==> config.mk <==
export PLATFORM = sky130hd
export DESIGN_NAME = flit_hop_link
export DESIGN_NICKNAME = d
export VERILOG_FILES = /design/src/rtl/flit_link_pkg.sv /design/src/rtl/link_grant.sv /design/src/rtl/link_sender.sv /design/src/rtl/link_receiver.sv /design/src/rtl/flit_hop_link.sv
export SDC_FILE = /design/constraint.sdc
export NUM_CORES = 1
export LEC_CHECK = 0
export ABC_AREA = 1
export BUFFER_PORTS_ARGS = -buffer_cell sky130_fd_sc_hd__buf_2
export CAP_MARGIN = 20
export CORE_MARGIN = 2
export CORE_UTILIZATION = 46
export DETAILED_ROUTE_END_ITERATION = 10
export HOLD_SLACK_MARGIN = 0.08
export PLACE_DENSITY = 0.76
export SYNTH_ARGS = -nofsm -noshare
export SYNTH_HDL_FRONTEND = slang
export SYNTH_SLANG_ARGS = --single-unit
==> constraint.sdc <==
create_clock -name clk -period 2.97 [get_ports clk]
set_input_delay 0.891 -clock clk [delete_from_list [all_inputs] [get_ports clk]]
set_output_delay 0.891 -clock clk [all_outputs]
set_load 0.01 [all_outputs]
==> src/rtl/flit_link_pkg.sv <==
package flit_link_pkg;

  typedef enum logic [1:0] {
    FK_HEAD = 2'b00,
    FK_BODY = 2'b01,
    FK_TAIL = 2'b10,
    FK_SOLO = 2'b11
  } flit_kind_e;

  function automatic logic kind_closes(input flit_kind_e k);
    return (k == FK_TAIL) || (k == FK_SOLO);
  endfunction

  function automatic logic kind_continues(input flit_kind_e k);
    return (k == FK_BODY) || (k == FK_TAIL);
  endfunction

endpackage

==> src/rtl/link_grant.sv <==
module link_grant #(
  parameter int NSRC  = 2,
  parameter int IDX_W = 1
) (
  input  logic [NSRC-1:0]  req,
  input  logic             lock_open,
  input  logic [IDX_W-1:0] owner,
  output logic             gnt_vld,
  output logic [IDX_W-1:0] gnt_idx
);

  always_comb begin
    gnt_vld = 1'b0;
    gnt_idx = '0;
    if (lock_open) begin
      gnt_vld = req[owner];
      gnt_idx = owner;
    end else begin
      for (int k = NSRC - 1; k >= 0; k--) begin
        if (req[k]) begin
          gnt_vld = 1'b1;
          gnt_idx = IDX_W'(k);
        end
      end
    end
  end

endmodule

==> src/rtl/link_sender.sv <==
module link_sender
  import flit_link_pkg::*;
#(
  parameter int NSRC   = 2,
  parameter int FLIT_W = 16
) (
  input  logic                   clk,
  input  logic                   rst_n,
  input  logic [NSRC-1:0]        src_valid,
  input  logic [NSRC*FLIT_W-1:0] src_flit,
  output logic [NSRC-1:0]        src_accept,
  input  logic                   line_in,
  output logic                   drive_high,
  output logic [FLIT_W-1:0]      chan_flit
);

  localparam int IDX_W = (NSRC > 1) ? $clog2(NSRC) : 1;

  logic [FLIT_W-1:0] lane [NSRC];
  logic              drive_q, drive_d;
  logic              lock_q, lock_d;
  logic [IDX_W-1:0]  owner_q, owner_d;
  logic [FLIT_W-1:0] flit_q, flit_d;
  logic              gnt_vld;
  logic [IDX_W-1:0]  gnt_idx;
  logic              launch;
  flit_kind_e        sel_kind;

  for (genvar g = 0; g < NSRC; g++) begin : g_lane
    assign lane[g]       = src_flit[g*FLIT_W +: FLIT_W];
    assign src_accept[g] = launch && (gnt_idx == IDX_W'(g));
  end

  link_grant #(.NSRC(NSRC), .IDX_W(IDX_W)) u_grant (
    .req       (src_valid),
    .lock_open (lock_q),
    .owner     (owner_q),
    .gnt_vld   (gnt_vld),
    .gnt_idx   (gnt_idx)
  );

  assign launch   = !drive_q && !line_in && gnt_vld;
  assign sel_kind = flit_kind_e'(lane[gnt_idx][FLIT_W-1 -: 2]);

  always_comb begin
    drive_d = drive_q;
    lock_d  = lock_q;
    owner_d = owner_q;
    flit_d  = flit_q;
    if (drive_q) begin
      drive_d = 1'b0;
    end else if (launch) begin
      drive_d = 1'b1;
      flit_d  = lane[gnt_idx];
      if (sel_kind == FK_HEAD) begin
        lock_d  = 1'b1;
        owner_d = gnt_idx;
      end else if (kind_closes(sel_kind)) begin
        lock_d  = 1'b0;
      end
    end
  end

  always_ff @(posedge clk or negedge rst_n) begin
    if (!rst_n) begin
      drive_q <= 1'b0;
      lock_q  <= 1'b0;
      owner_q <= '0;
    end else begin
      drive_q <= drive_d;
      lock_q  <= lock_d;
      owner_q <= owner_d;
    end
  end

  always_ff @(posedge clk) begin
    if (launch) flit_q <= flit_d;
  end

  assign drive_high = drive_q;
  assign chan_flit  = flit_q;

  // the launch strobe lasts a single cycle
  a_r3_one_cycle_strobe: assert property (@(posedge clk) disable iff (!rst_n)
    drive_q |=> !drive_q);

  // a high wire seen while idle blocks the next launch
  a_r2_no_launch_on_high: assert property (@(posedge clk) disable iff (!rst_n)
    (!drive_q && line_in) |=> !drive_q);

  // an open lock keeps its owner until a closing flit is launched
  a_r6_lock_holds_owner: assert property (@(posedge clk) disable iff (!rst_n)
    (lock_q && !launch) |=> (lock_q && $stable(owner_q)));

endmodule

==> src/rtl/link_receiver.sv <==
module link_receiver
  import flit_link_pkg::*;
#(
  parameter int FLIT_W = 16
) (
  input  logic              clk,
  input  logic              rst_n,
  input  logic              line_in,
  input  logic [FLIT_W-1:0] chan_flit,
  output logic              pull_low,
  output logic              out_valid,
  output logic [FLIT_W-1:0] out_flit,
  input  logic              out_taken,
  output logic              err_orphan
);

  logic              full_q, full_d;
  logic              open_q, open_d;
  logic              err_q, err_d;
  logic [FLIT_W-1:0] buf_q;
  logic              capture, orphan, keep;
  flit_kind_e        in_kind;

  assign in_kind = flit_kind_e'(chan_flit[FLIT_W-1 -: 2]);
  assign capture = line_in && !full_q;
  assign orphan  = capture && !open_q && kind_continues(in_kind);
  assign keep    = capture && !orphan;

  always_comb begin
    full_d = full_q;
    open_d = open_q;
    err_d  = orphan;
    if (full_q && out_taken) full_d = 1'b0;
    if (keep) begin
      full_d = 1'b1;
      if (in_kind == FK_HEAD)        open_d = 1'b1;
      else if (kind_closes(in_kind)) open_d = 1'b0;
    end
  end

  always_ff @(posedge clk or negedge rst_n) begin
    if (!rst_n) begin
      full_q <= 1'b0;
      open_q <= 1'b0;
      err_q  <= 1'b0;
    end else begin
      full_q <= full_d;
      open_q <= open_d;
      err_q  <= err_d;
    end
  end

  always_ff @(posedge clk) begin
    if (keep) buf_q <= chan_flit;
  end

  assign pull_low   = !full_q;
  assign out_valid  = full_q;
  assign out_flit   = buf_q;
  assign err_orphan = err_q;

  // a held flit stays put until the next hop takes it
  a_r4_hold_until_taken: assert property (@(posedge clk) disable iff (!rst_n)
    (full_q && !out_taken) |=> (full_q && $stable(buf_q)));

  // a dropped orphan leaves the buffer empty
  a_r8_orphan_not_kept: assert property (@(posedge clk) disable iff (!rst_n)
    err_q |-> !full_q);

  // a drained buffer releases the wire in the following cycle
  a_r4_release_after_take: assert property (@(posedge clk) disable iff (!rst_n)
    (full_q && out_taken) |=> pull_low);

endmodule

==> src/rtl/flit_hop_link.sv <==
module flit_hop_link #(
  parameter int NSRC   = 2,
  parameter int FLIT_W = 16
) (
  input  logic                   clk,
  input  logic                   rst_n,
  input  logic [NSRC-1:0]        src_valid,
  input  logic [NSRC*FLIT_W-1:0] src_flit,
  output logic [NSRC-1:0]        src_accept,
  output logic                   ra_line,
  output logic                   out_valid,
  output logic [FLIT_W-1:0]      out_flit,
  input  logic                   out_taken,
  output logic                   err_orphan
);

  logic [1:0]        rst_sync_q;
  logic              core_rst_n;
  logic              drive_high;
  logic              pull_low;
  logic [FLIT_W-1:0] chan_flit;

  always_ff @(posedge clk or negedge rst_n) begin
    if (!rst_n) rst_sync_q <= 2'b00;
    else        rst_sync_q <= {rst_sync_q[0], 1'b1};
  end
  assign core_rst_n = rst_sync_q[1];

  // open-drain resolution: the receiver holds the wire low only while empty,
  // and the sender's high drive overrides that pull
  assign ra_line = drive_high || !pull_low;

  link_sender #(.NSRC(NSRC), .FLIT_W(FLIT_W)) u_tx (
    .clk        (clk),
    .rst_n      (core_rst_n),
    .src_valid  (src_valid),
    .src_flit   (src_flit),
    .src_accept (src_accept),
    .line_in    (ra_line),
    .drive_high (drive_high),
    .chan_flit  (chan_flit)
  );

  link_receiver #(.FLIT_W(FLIT_W)) u_rx (
    .clk        (clk),
    .rst_n      (core_rst_n),
    .line_in    (ra_line),
    .chan_flit  (chan_flit),
    .pull_low   (pull_low),
    .out_valid  (out_valid),
    .out_flit   (out_flit),
    .out_taken  (out_taken),
    .err_orphan (err_orphan)
  );

  // at most one source is taken per cycle
  a_r2_single_accept: assert property (@(posedge clk) disable iff (!core_rst_n)
    $onehot0(src_accept));

  // an accepted flit reaches the buffer two edges later
  a_r5_arrival: assert property (@(posedge clk) disable iff (!core_rst_n)
    (|src_accept) |=> ##1 (out_valid || err_orphan));

endmodule

==> out/qor.csv, run 1 <==
stage,metric,value,unit
status,status,"complete, no violations",
power,p_clk_share,17.9,%
layout,areaGrowthSynthToFinish,25.2,%
yosys,synth_top_cell_by_area,edfxtp_1,
power,switching_power,629,µW
place,routabilityCongestion,0.706,
clock_network,hold_buffers,0,
clock_network,root_buffer,clkbuf_4,
layout,stdcell_area,0.00203,mm²
floorplanning,die_w,63.4,µm
floorplanning,start_util,48.2,%
timing,setup_viol_count_final,0,
yosys,synth_ff_type,edfxtp_1,
global_route,grt_overflow,0,
yosys,yosys_register_bits,40,
clock_network,cts.path.max_buffers,2,
power,power_density,933,mW/mm²
clock_network,insertion_delay,0.33,ns
critical_path,endpoint_kind,primary output,
yosys,synth_edf_count,32,
yosys,synth_fp_nets,172,
power,p_leak,0.000960,µW
yosys,ys_seq_area_share,71.6,%
power,power_frac_seq,50.8,%
critical_path,max_stage_delay,0.18,ns
run,max_cap_viol_count,0,
yosys,synth_top_area_share,59.3,%
timing,max_freq,381,MHz
timing,slew_violations,0,
timing,period_needed,2.63,ns
clock_network,cts_tree,built,
timing,rsz0062_at_grt,no,
timing,fin_skew,0.00168,ns
global_route,grt_max_degree,19,
global_route,grt_pass1_wl,4.49,mm
power,pwr-share-comb,31.3,%
critical_path,crit_path_top_delay_cell,nand2_4,
floorplanning,pin_count,58,
critical_path,crit_family,buffers and inverters,
critical_path,cp_max_fo,17,
place,hpwlAfterDp,2.15,mm
critical_path,critPathRequiredTime,2.08,ns
timing,hold_violations,0,
floorplanning,rows,21,
clock_network,clock_sinks,40,
critical_path,crit_buf_inv,4,
clock_network,cts_buffers,5,
hold_path,holdCritPathClass,reg2async,
routing,viasPerCell,4.51,
global_route,first_global_vias,1005,
place,place_area,0.00195,mm²
layout,antennaDiodeCount,0,
layout,layout_commonest_cell,buf_2,
critical_path,crit_type,in2out,
yosys,syn_area_per_cell,12.2,µm²
routing,first_pass_iters,4,
yosys,mappedNetlistArea,0.00162,mm²
floorplanning,coreArea,0.00336,mm²
clock_network,cts.clk_slew.worst_paths,0.11,ns
timing,fin_ws,0.343,ns
routing,vias,1095,
power,p_sw_share,33.2,%
layout,nets,235,
global_route,grt_usage,15.0,%
place,port-buffer-count,57,
yosys,synthArstFlopShare,20.0,%
yosys,synth.distinct_cells,21,
floorplanning,die_y,63.4,µm
layout,post_route_cells_drive_above_1_share,41.6,%
critical_path,crit_path_start_kind,input pin,
critical_path,path_common_cell,buf_2,
timing,tns,0,ns
routing,routed_wl,2.77,mm
routing,antenna_left,0,
power,peakVddDrop,434,µV
clock_network,postCtsSetupBuffers,0,
routing,wl_per_cell,11.4,µm
clock_network,ctsResizeCount,0,
floorplanning,die_area,0.00402,mm²
critical_path,cp_cell_sequence,buf_2 -> inv_1 -> nand3_4 -> nand2_4 -> inv_4 -> nor2_2 -> buf_2,
yosys,ys_warn_count,0,
routing,first_iter_violations,28,
yosys,netlist_instances,133,
place,post-place-ws,0.348,ns
critical_path,worstPathArrival,1.74,ns
power,p_int,1260,µW
layout,most-common-layout-cells,"buf_2 (57), nand2_1 (53), edfxtp_1 (32), inv_1 (8), dfrtp_1 (8)",
routing,drc,0,
timing,min_period_over_period,88.5,%
clock_network,htree_levels,2,
yosys,synth.area.top_cells,"edfxtp_1 (59%), dfrtp_1 (12%), nand2_1 (12%)",
global_route,antenna_found_initial,0,
==> power by group through the flow <==
| stage | registers (µW) | logic [µW] | clock network [µW] |
|---|---|---|---|
| floorplan | 1000 | 374 | 0 |
| global placement | 969 | 572 | 0 |
| detailed placement | 976 | 599 | 0 |
| CTS | 965 | 601 | 349 |
| global route | 989 | 664 | 375 |
| finish | 962 | 592 | 340 |
==> path summary, 6_finish.rpt <==
check                                       end  cells after the start               start  slack (ns)
min in group clk                  rst_sync_q[1]                      0       rst_sync_q[0]        0.37
max in group asynchronous         rst_sync_q[0]                      1               rst_n        2.56
worst min register to register  u_rx.err_orphan                      0       rst_sync_q[1]        0.10
worst max register to register      u_rx.open_q                      9  u_tx.chan_flit[14]        1.46
worst min-delay path            u_rx.err_orphan                      0       rst_sync_q[1]        0.10
worst max-delay path              src_accept[1]                      7        src_valid[0]        0.34
==> final cells by class <==
cell class,count,area [µm²]
clock buffer,6,41.3
clock inverter,2,35.0
fill,304,1330
inverter,11,43.8
multi-input combinational,80,398
sequential,40,1160
tap,46,57.6
timing repair buffer,58,293
==> cell families (layout without fill, tap and decap cells) <==
group                      Yosys count  after routing  synth area share [%]
and+or+nand+nor                     74             74                  21.6
DFF                                 40             40                  71.6
buffers and inverters               13             77                  3.86
AOI/OAI and AO/OA                    3              3                  1.16
adders and majority gates            2              2                  1.54
other                                1              1                 0.231
==> Yosys cell counts, types with 2 or more instances <==
master and number:
nand2_4 2, ha_1 2, dfrtp_1 8, nand2_2 5, nand3_1 3, nor2_2 3
nand3_2 2, inv_2 2, inv_1 8, nor2_1 4, nand2_1 53, edfxtp_1 32
==> state kept, by name, indices dropped and copies added, names as in the netlist <==
register         count
u_rx.out_valid       1
u_tx.owner_q         1
u_tx.chan_flit      16
u_rx.err_orphan      1
rst_sync_q           2
u_tx.lock_q          1
u_rx.open_q          1
u_rx.out_flit       16
u_tx.drive_high      1
==> per-layer routing <==
layer / track usage [%] / part of all wire (%) / up-vias
met4: 7.34 / 1.7 / 0
met5: 0 / 0 / -
met3: 5.00 / 7.6 / 4
met2: 22.2 / 48 / 53
met1: 19.7 / 43 / 481
li1: - / - / 557
==> per-stage QoR <==
step | cells | hold slack (ns) | util, % | power [µW]
2_1_floorplan | 133 | 0.0678 | - | 1380
3_3_place_gp | 235 | 0.0923 | 58.1 | 1540
3_5_place_dp | 235 | 0.0969 | 58.1 | 1570
4_1_cts | 243 | 0.102 | 60.3 | 1920
5_1_grt | 243 | 0.115 | 60.3 | 2030
6_report | 243 | 0.101 | 60.3 | 1890
(Power assumes the default switching activity.)
==> inputs of run 2 (changes only) <==
--- a/config.mk
+++ b/config.mk
@@ -10,9 +10,11 @@
 export CAP_MARGIN = 20
 export CORE_MARGIN = 2
 export CORE_UTILIZATION = 46
+export CTS_CLUSTER_DIAMETER = 100
 export DETAILED_ROUTE_END_ITERATION = 10
 export HOLD_SLACK_MARGIN = 0.08
 export PLACE_DENSITY = 0.76
+export RECOVER_POWER = 25
 export SYNTH_ARGS = -nofsm -noshare
 export SYNTH_HDL_FRONTEND = slang
 export SYNTH_SLANG_ARGS = --single-unit
==> run 2 against run 1 <==
  * Power barely moved
  * Fmax barely moved
  * Non-clock buffer count did not move
  * Die area did not move
  * Sequential power barely moved
  * Clock-buffer cell count did not move
  * Critical path type unchanged
  * Critical endpoint unchanged
==> out/qor.csv, run 2 (synthesized netlist as in run 1, its figures left out) <==
stage,metric,value,unit
routing,first_pass_iters,4,
power,p_sw_share,33.2,%
clock_network,root_buffer,clkbuf_4,
layout,most-common-layout-cells,"buf_2 (56), nand2_1 (53), edfxtp_1 (32), inv_1 (8), dfrtp_1 (8)",
timing,setup_viol_count_final,0,
critical_path,reg2reg_to,u_rx.open_q,
critical_path,cp_max_fo,17,
power,pwr-share-comb,31.3,%
clock_network,ctsResizeCount,0,
routing,first_iter_violations,28,
clock_network,cts_buffers,5,
timing,tns,0,ns
global_route,grtUsageMet1,19.7,%
floorplanning,start_util,48.2,%
critical_path,worstPathArrival,1.74,ns
layout,areaGrowthSynthToFinish,25.1,%
critical_path,critPathRequiredTime,2.08,ns
routing,routed_wl,2.77,mm
place,post-place-ws,0.348,ns
global_route,grt_pass1_wl,4.49,mm
timing,hold_violations,0,
clock_network,htree_levels,2,
clock_network,cts_tree,built,
layout,layout_commonest_cell,buf_2,
place,port-buffer-count,57,
hold_path,holdCritPathClass,reg2async,
power,power_frac_seq,50.8,%
timing,fin_skew,0.00183,ns
power,p_leak,0.000957,µW
critical_path,endpoint_kind,primary output,
critical_path,r2r_start,u_tx.chan_flit[14],
routing,drc,0,
power,peakVddDrop,433,µV
floorplanning,die_w,63.4,µm
floorplanning,rows,21,
timing,rsz0062_at_grt,no,
global_route,grt_usage,15.0,%
power,power_density,934,mW/mm²
layout,antennaDiodeCount,0,
layout,fin_cells,243,
power,p_clk_share,17.9,%
timing,fin_ws,0.343,ns
layout,nets,235,
layout,post_route_cells_drive_above_1_share,41.1,%
layout,n_fill_cell,305,
clock_network,hold_buffers,0,
global_route,grt_max_degree,19,
run,max_cap_viol_count,0,
timing,period_needed,2.63,ns
global_route,grt_overflow,0,
clock_network,clock_sinks,40,
status,status,"complete, no violations",
critical_path,crit_path_start_kind,input pin,
timing,hold_slack,0.101,ns
place,hpwlAfterDp,2.15,mm
global_route,use_met2,22.2,%
global_route,antenna_found_initial,0,
power,switching_power,629,µW
critical_path,crit_type,in2out,
place,routabilityCongestion,0.706,
power,p_total,1890,µW
routing,wl_per_cell,11.4,µm
timing,max_freq,381,MHz
global_route,grt.busiest_layer,met2,
routing,viasPerCell,4.49,
clock_network,insertion_delay,0.33,ns
place,place_inst,235,
clock_network,cts.clk_slew.worst_paths,0.11,ns
timing,min_period_over_period,88.5,%
clock_network,cts.path.max_buffers,2,
floorplanning,coreArea,0.00336,mm²
floorplanning,die_area,0.00402,mm²
floorplanning,pin_count,58,
clock_network,postCtsSetupBuffers,0,
routing,vias,1091,
routing,antenna_left,0,
global_route,first_global_vias,1005,
power,p_int,1260,µW
critical_path,r2r_setup_slack,1.46,ns
critical_path,reg2reg_depth,9,
timing,slew_violations,0,
floorplanning,die_y,63.4,µm
global_route,use_met3,5.00,%
run 2: metrics by stage:
stage / utilization [%] / cell area (µm²)
after global placement: 58.1 / 1950
after detailed placement: 58.1 / 1950
after floorplan: - / 1620
after global routing: 60.3 / 2030
final: 60.3 / 2030
after CTS: 60.3 / 2030
run 2: worst max-delay path by stage:
| stage | startpoint | endpoint | slack [ns] | cells after the start |
|---|---|---|---|---|
| 6_report | src_valid[0] | src_accept[1] | 0.34 | 7 |
| 5_1_grt | src_valid[0] | src_accept[1] | 0.27 | 7 |
| 4_1_cts | src_valid[0] | src_accept[1] | 0.34 | 7 |
| 3_5_place_dp | src_valid[0] | src_accept[1] | 0.35 | 7 |
| 3_3_place_gp | src_valid[0] | src_accept[1] | 0.39 | 7 |
| 2_1_floorplan | src_valid[0] | src_accept[1] | 0.59 | 6 |
run 2: power groups by stage:
stage | Clock [µW] | Sequential, µW | Combinational, µW
global placement | 0 | 969 | 572
global route | 375 | 989 | 664
detailed placement | 0 | 976 | 599
CTS | 349 | 965 | 601
floorplan | 0 | 1000 | 374
finish | 340 | 962 | 592
run 2: worst max-delay path: stages:
cell,delay [ns]
buf_2,0.11
inv_1,0.10
nand3_4,0.10
nand2_4,0.18
inv_4,0.11
nor2_2,0.11
buf_2,0.13
run 2: layout make-up:
class	instances	area, µm²	share of cell area (%)
clock buffers	6	41.3	2.04
clock inverters	2	35.0	1.73
inverters	11	43.8	2.16
multi-input cells	80	398	19.6
flip-flops and latches	40	1160	57.2
well taps	46	57.6	2.84
repair buffers	58	292	14.4
run 2: routing by layer:
layer / up-vias / wire length, µm
met4: 0 / 47
met3: 4 / 211
met1: 477 / 1180
met2: 53 / 1330
met5: - / 0
li1: 557 / -
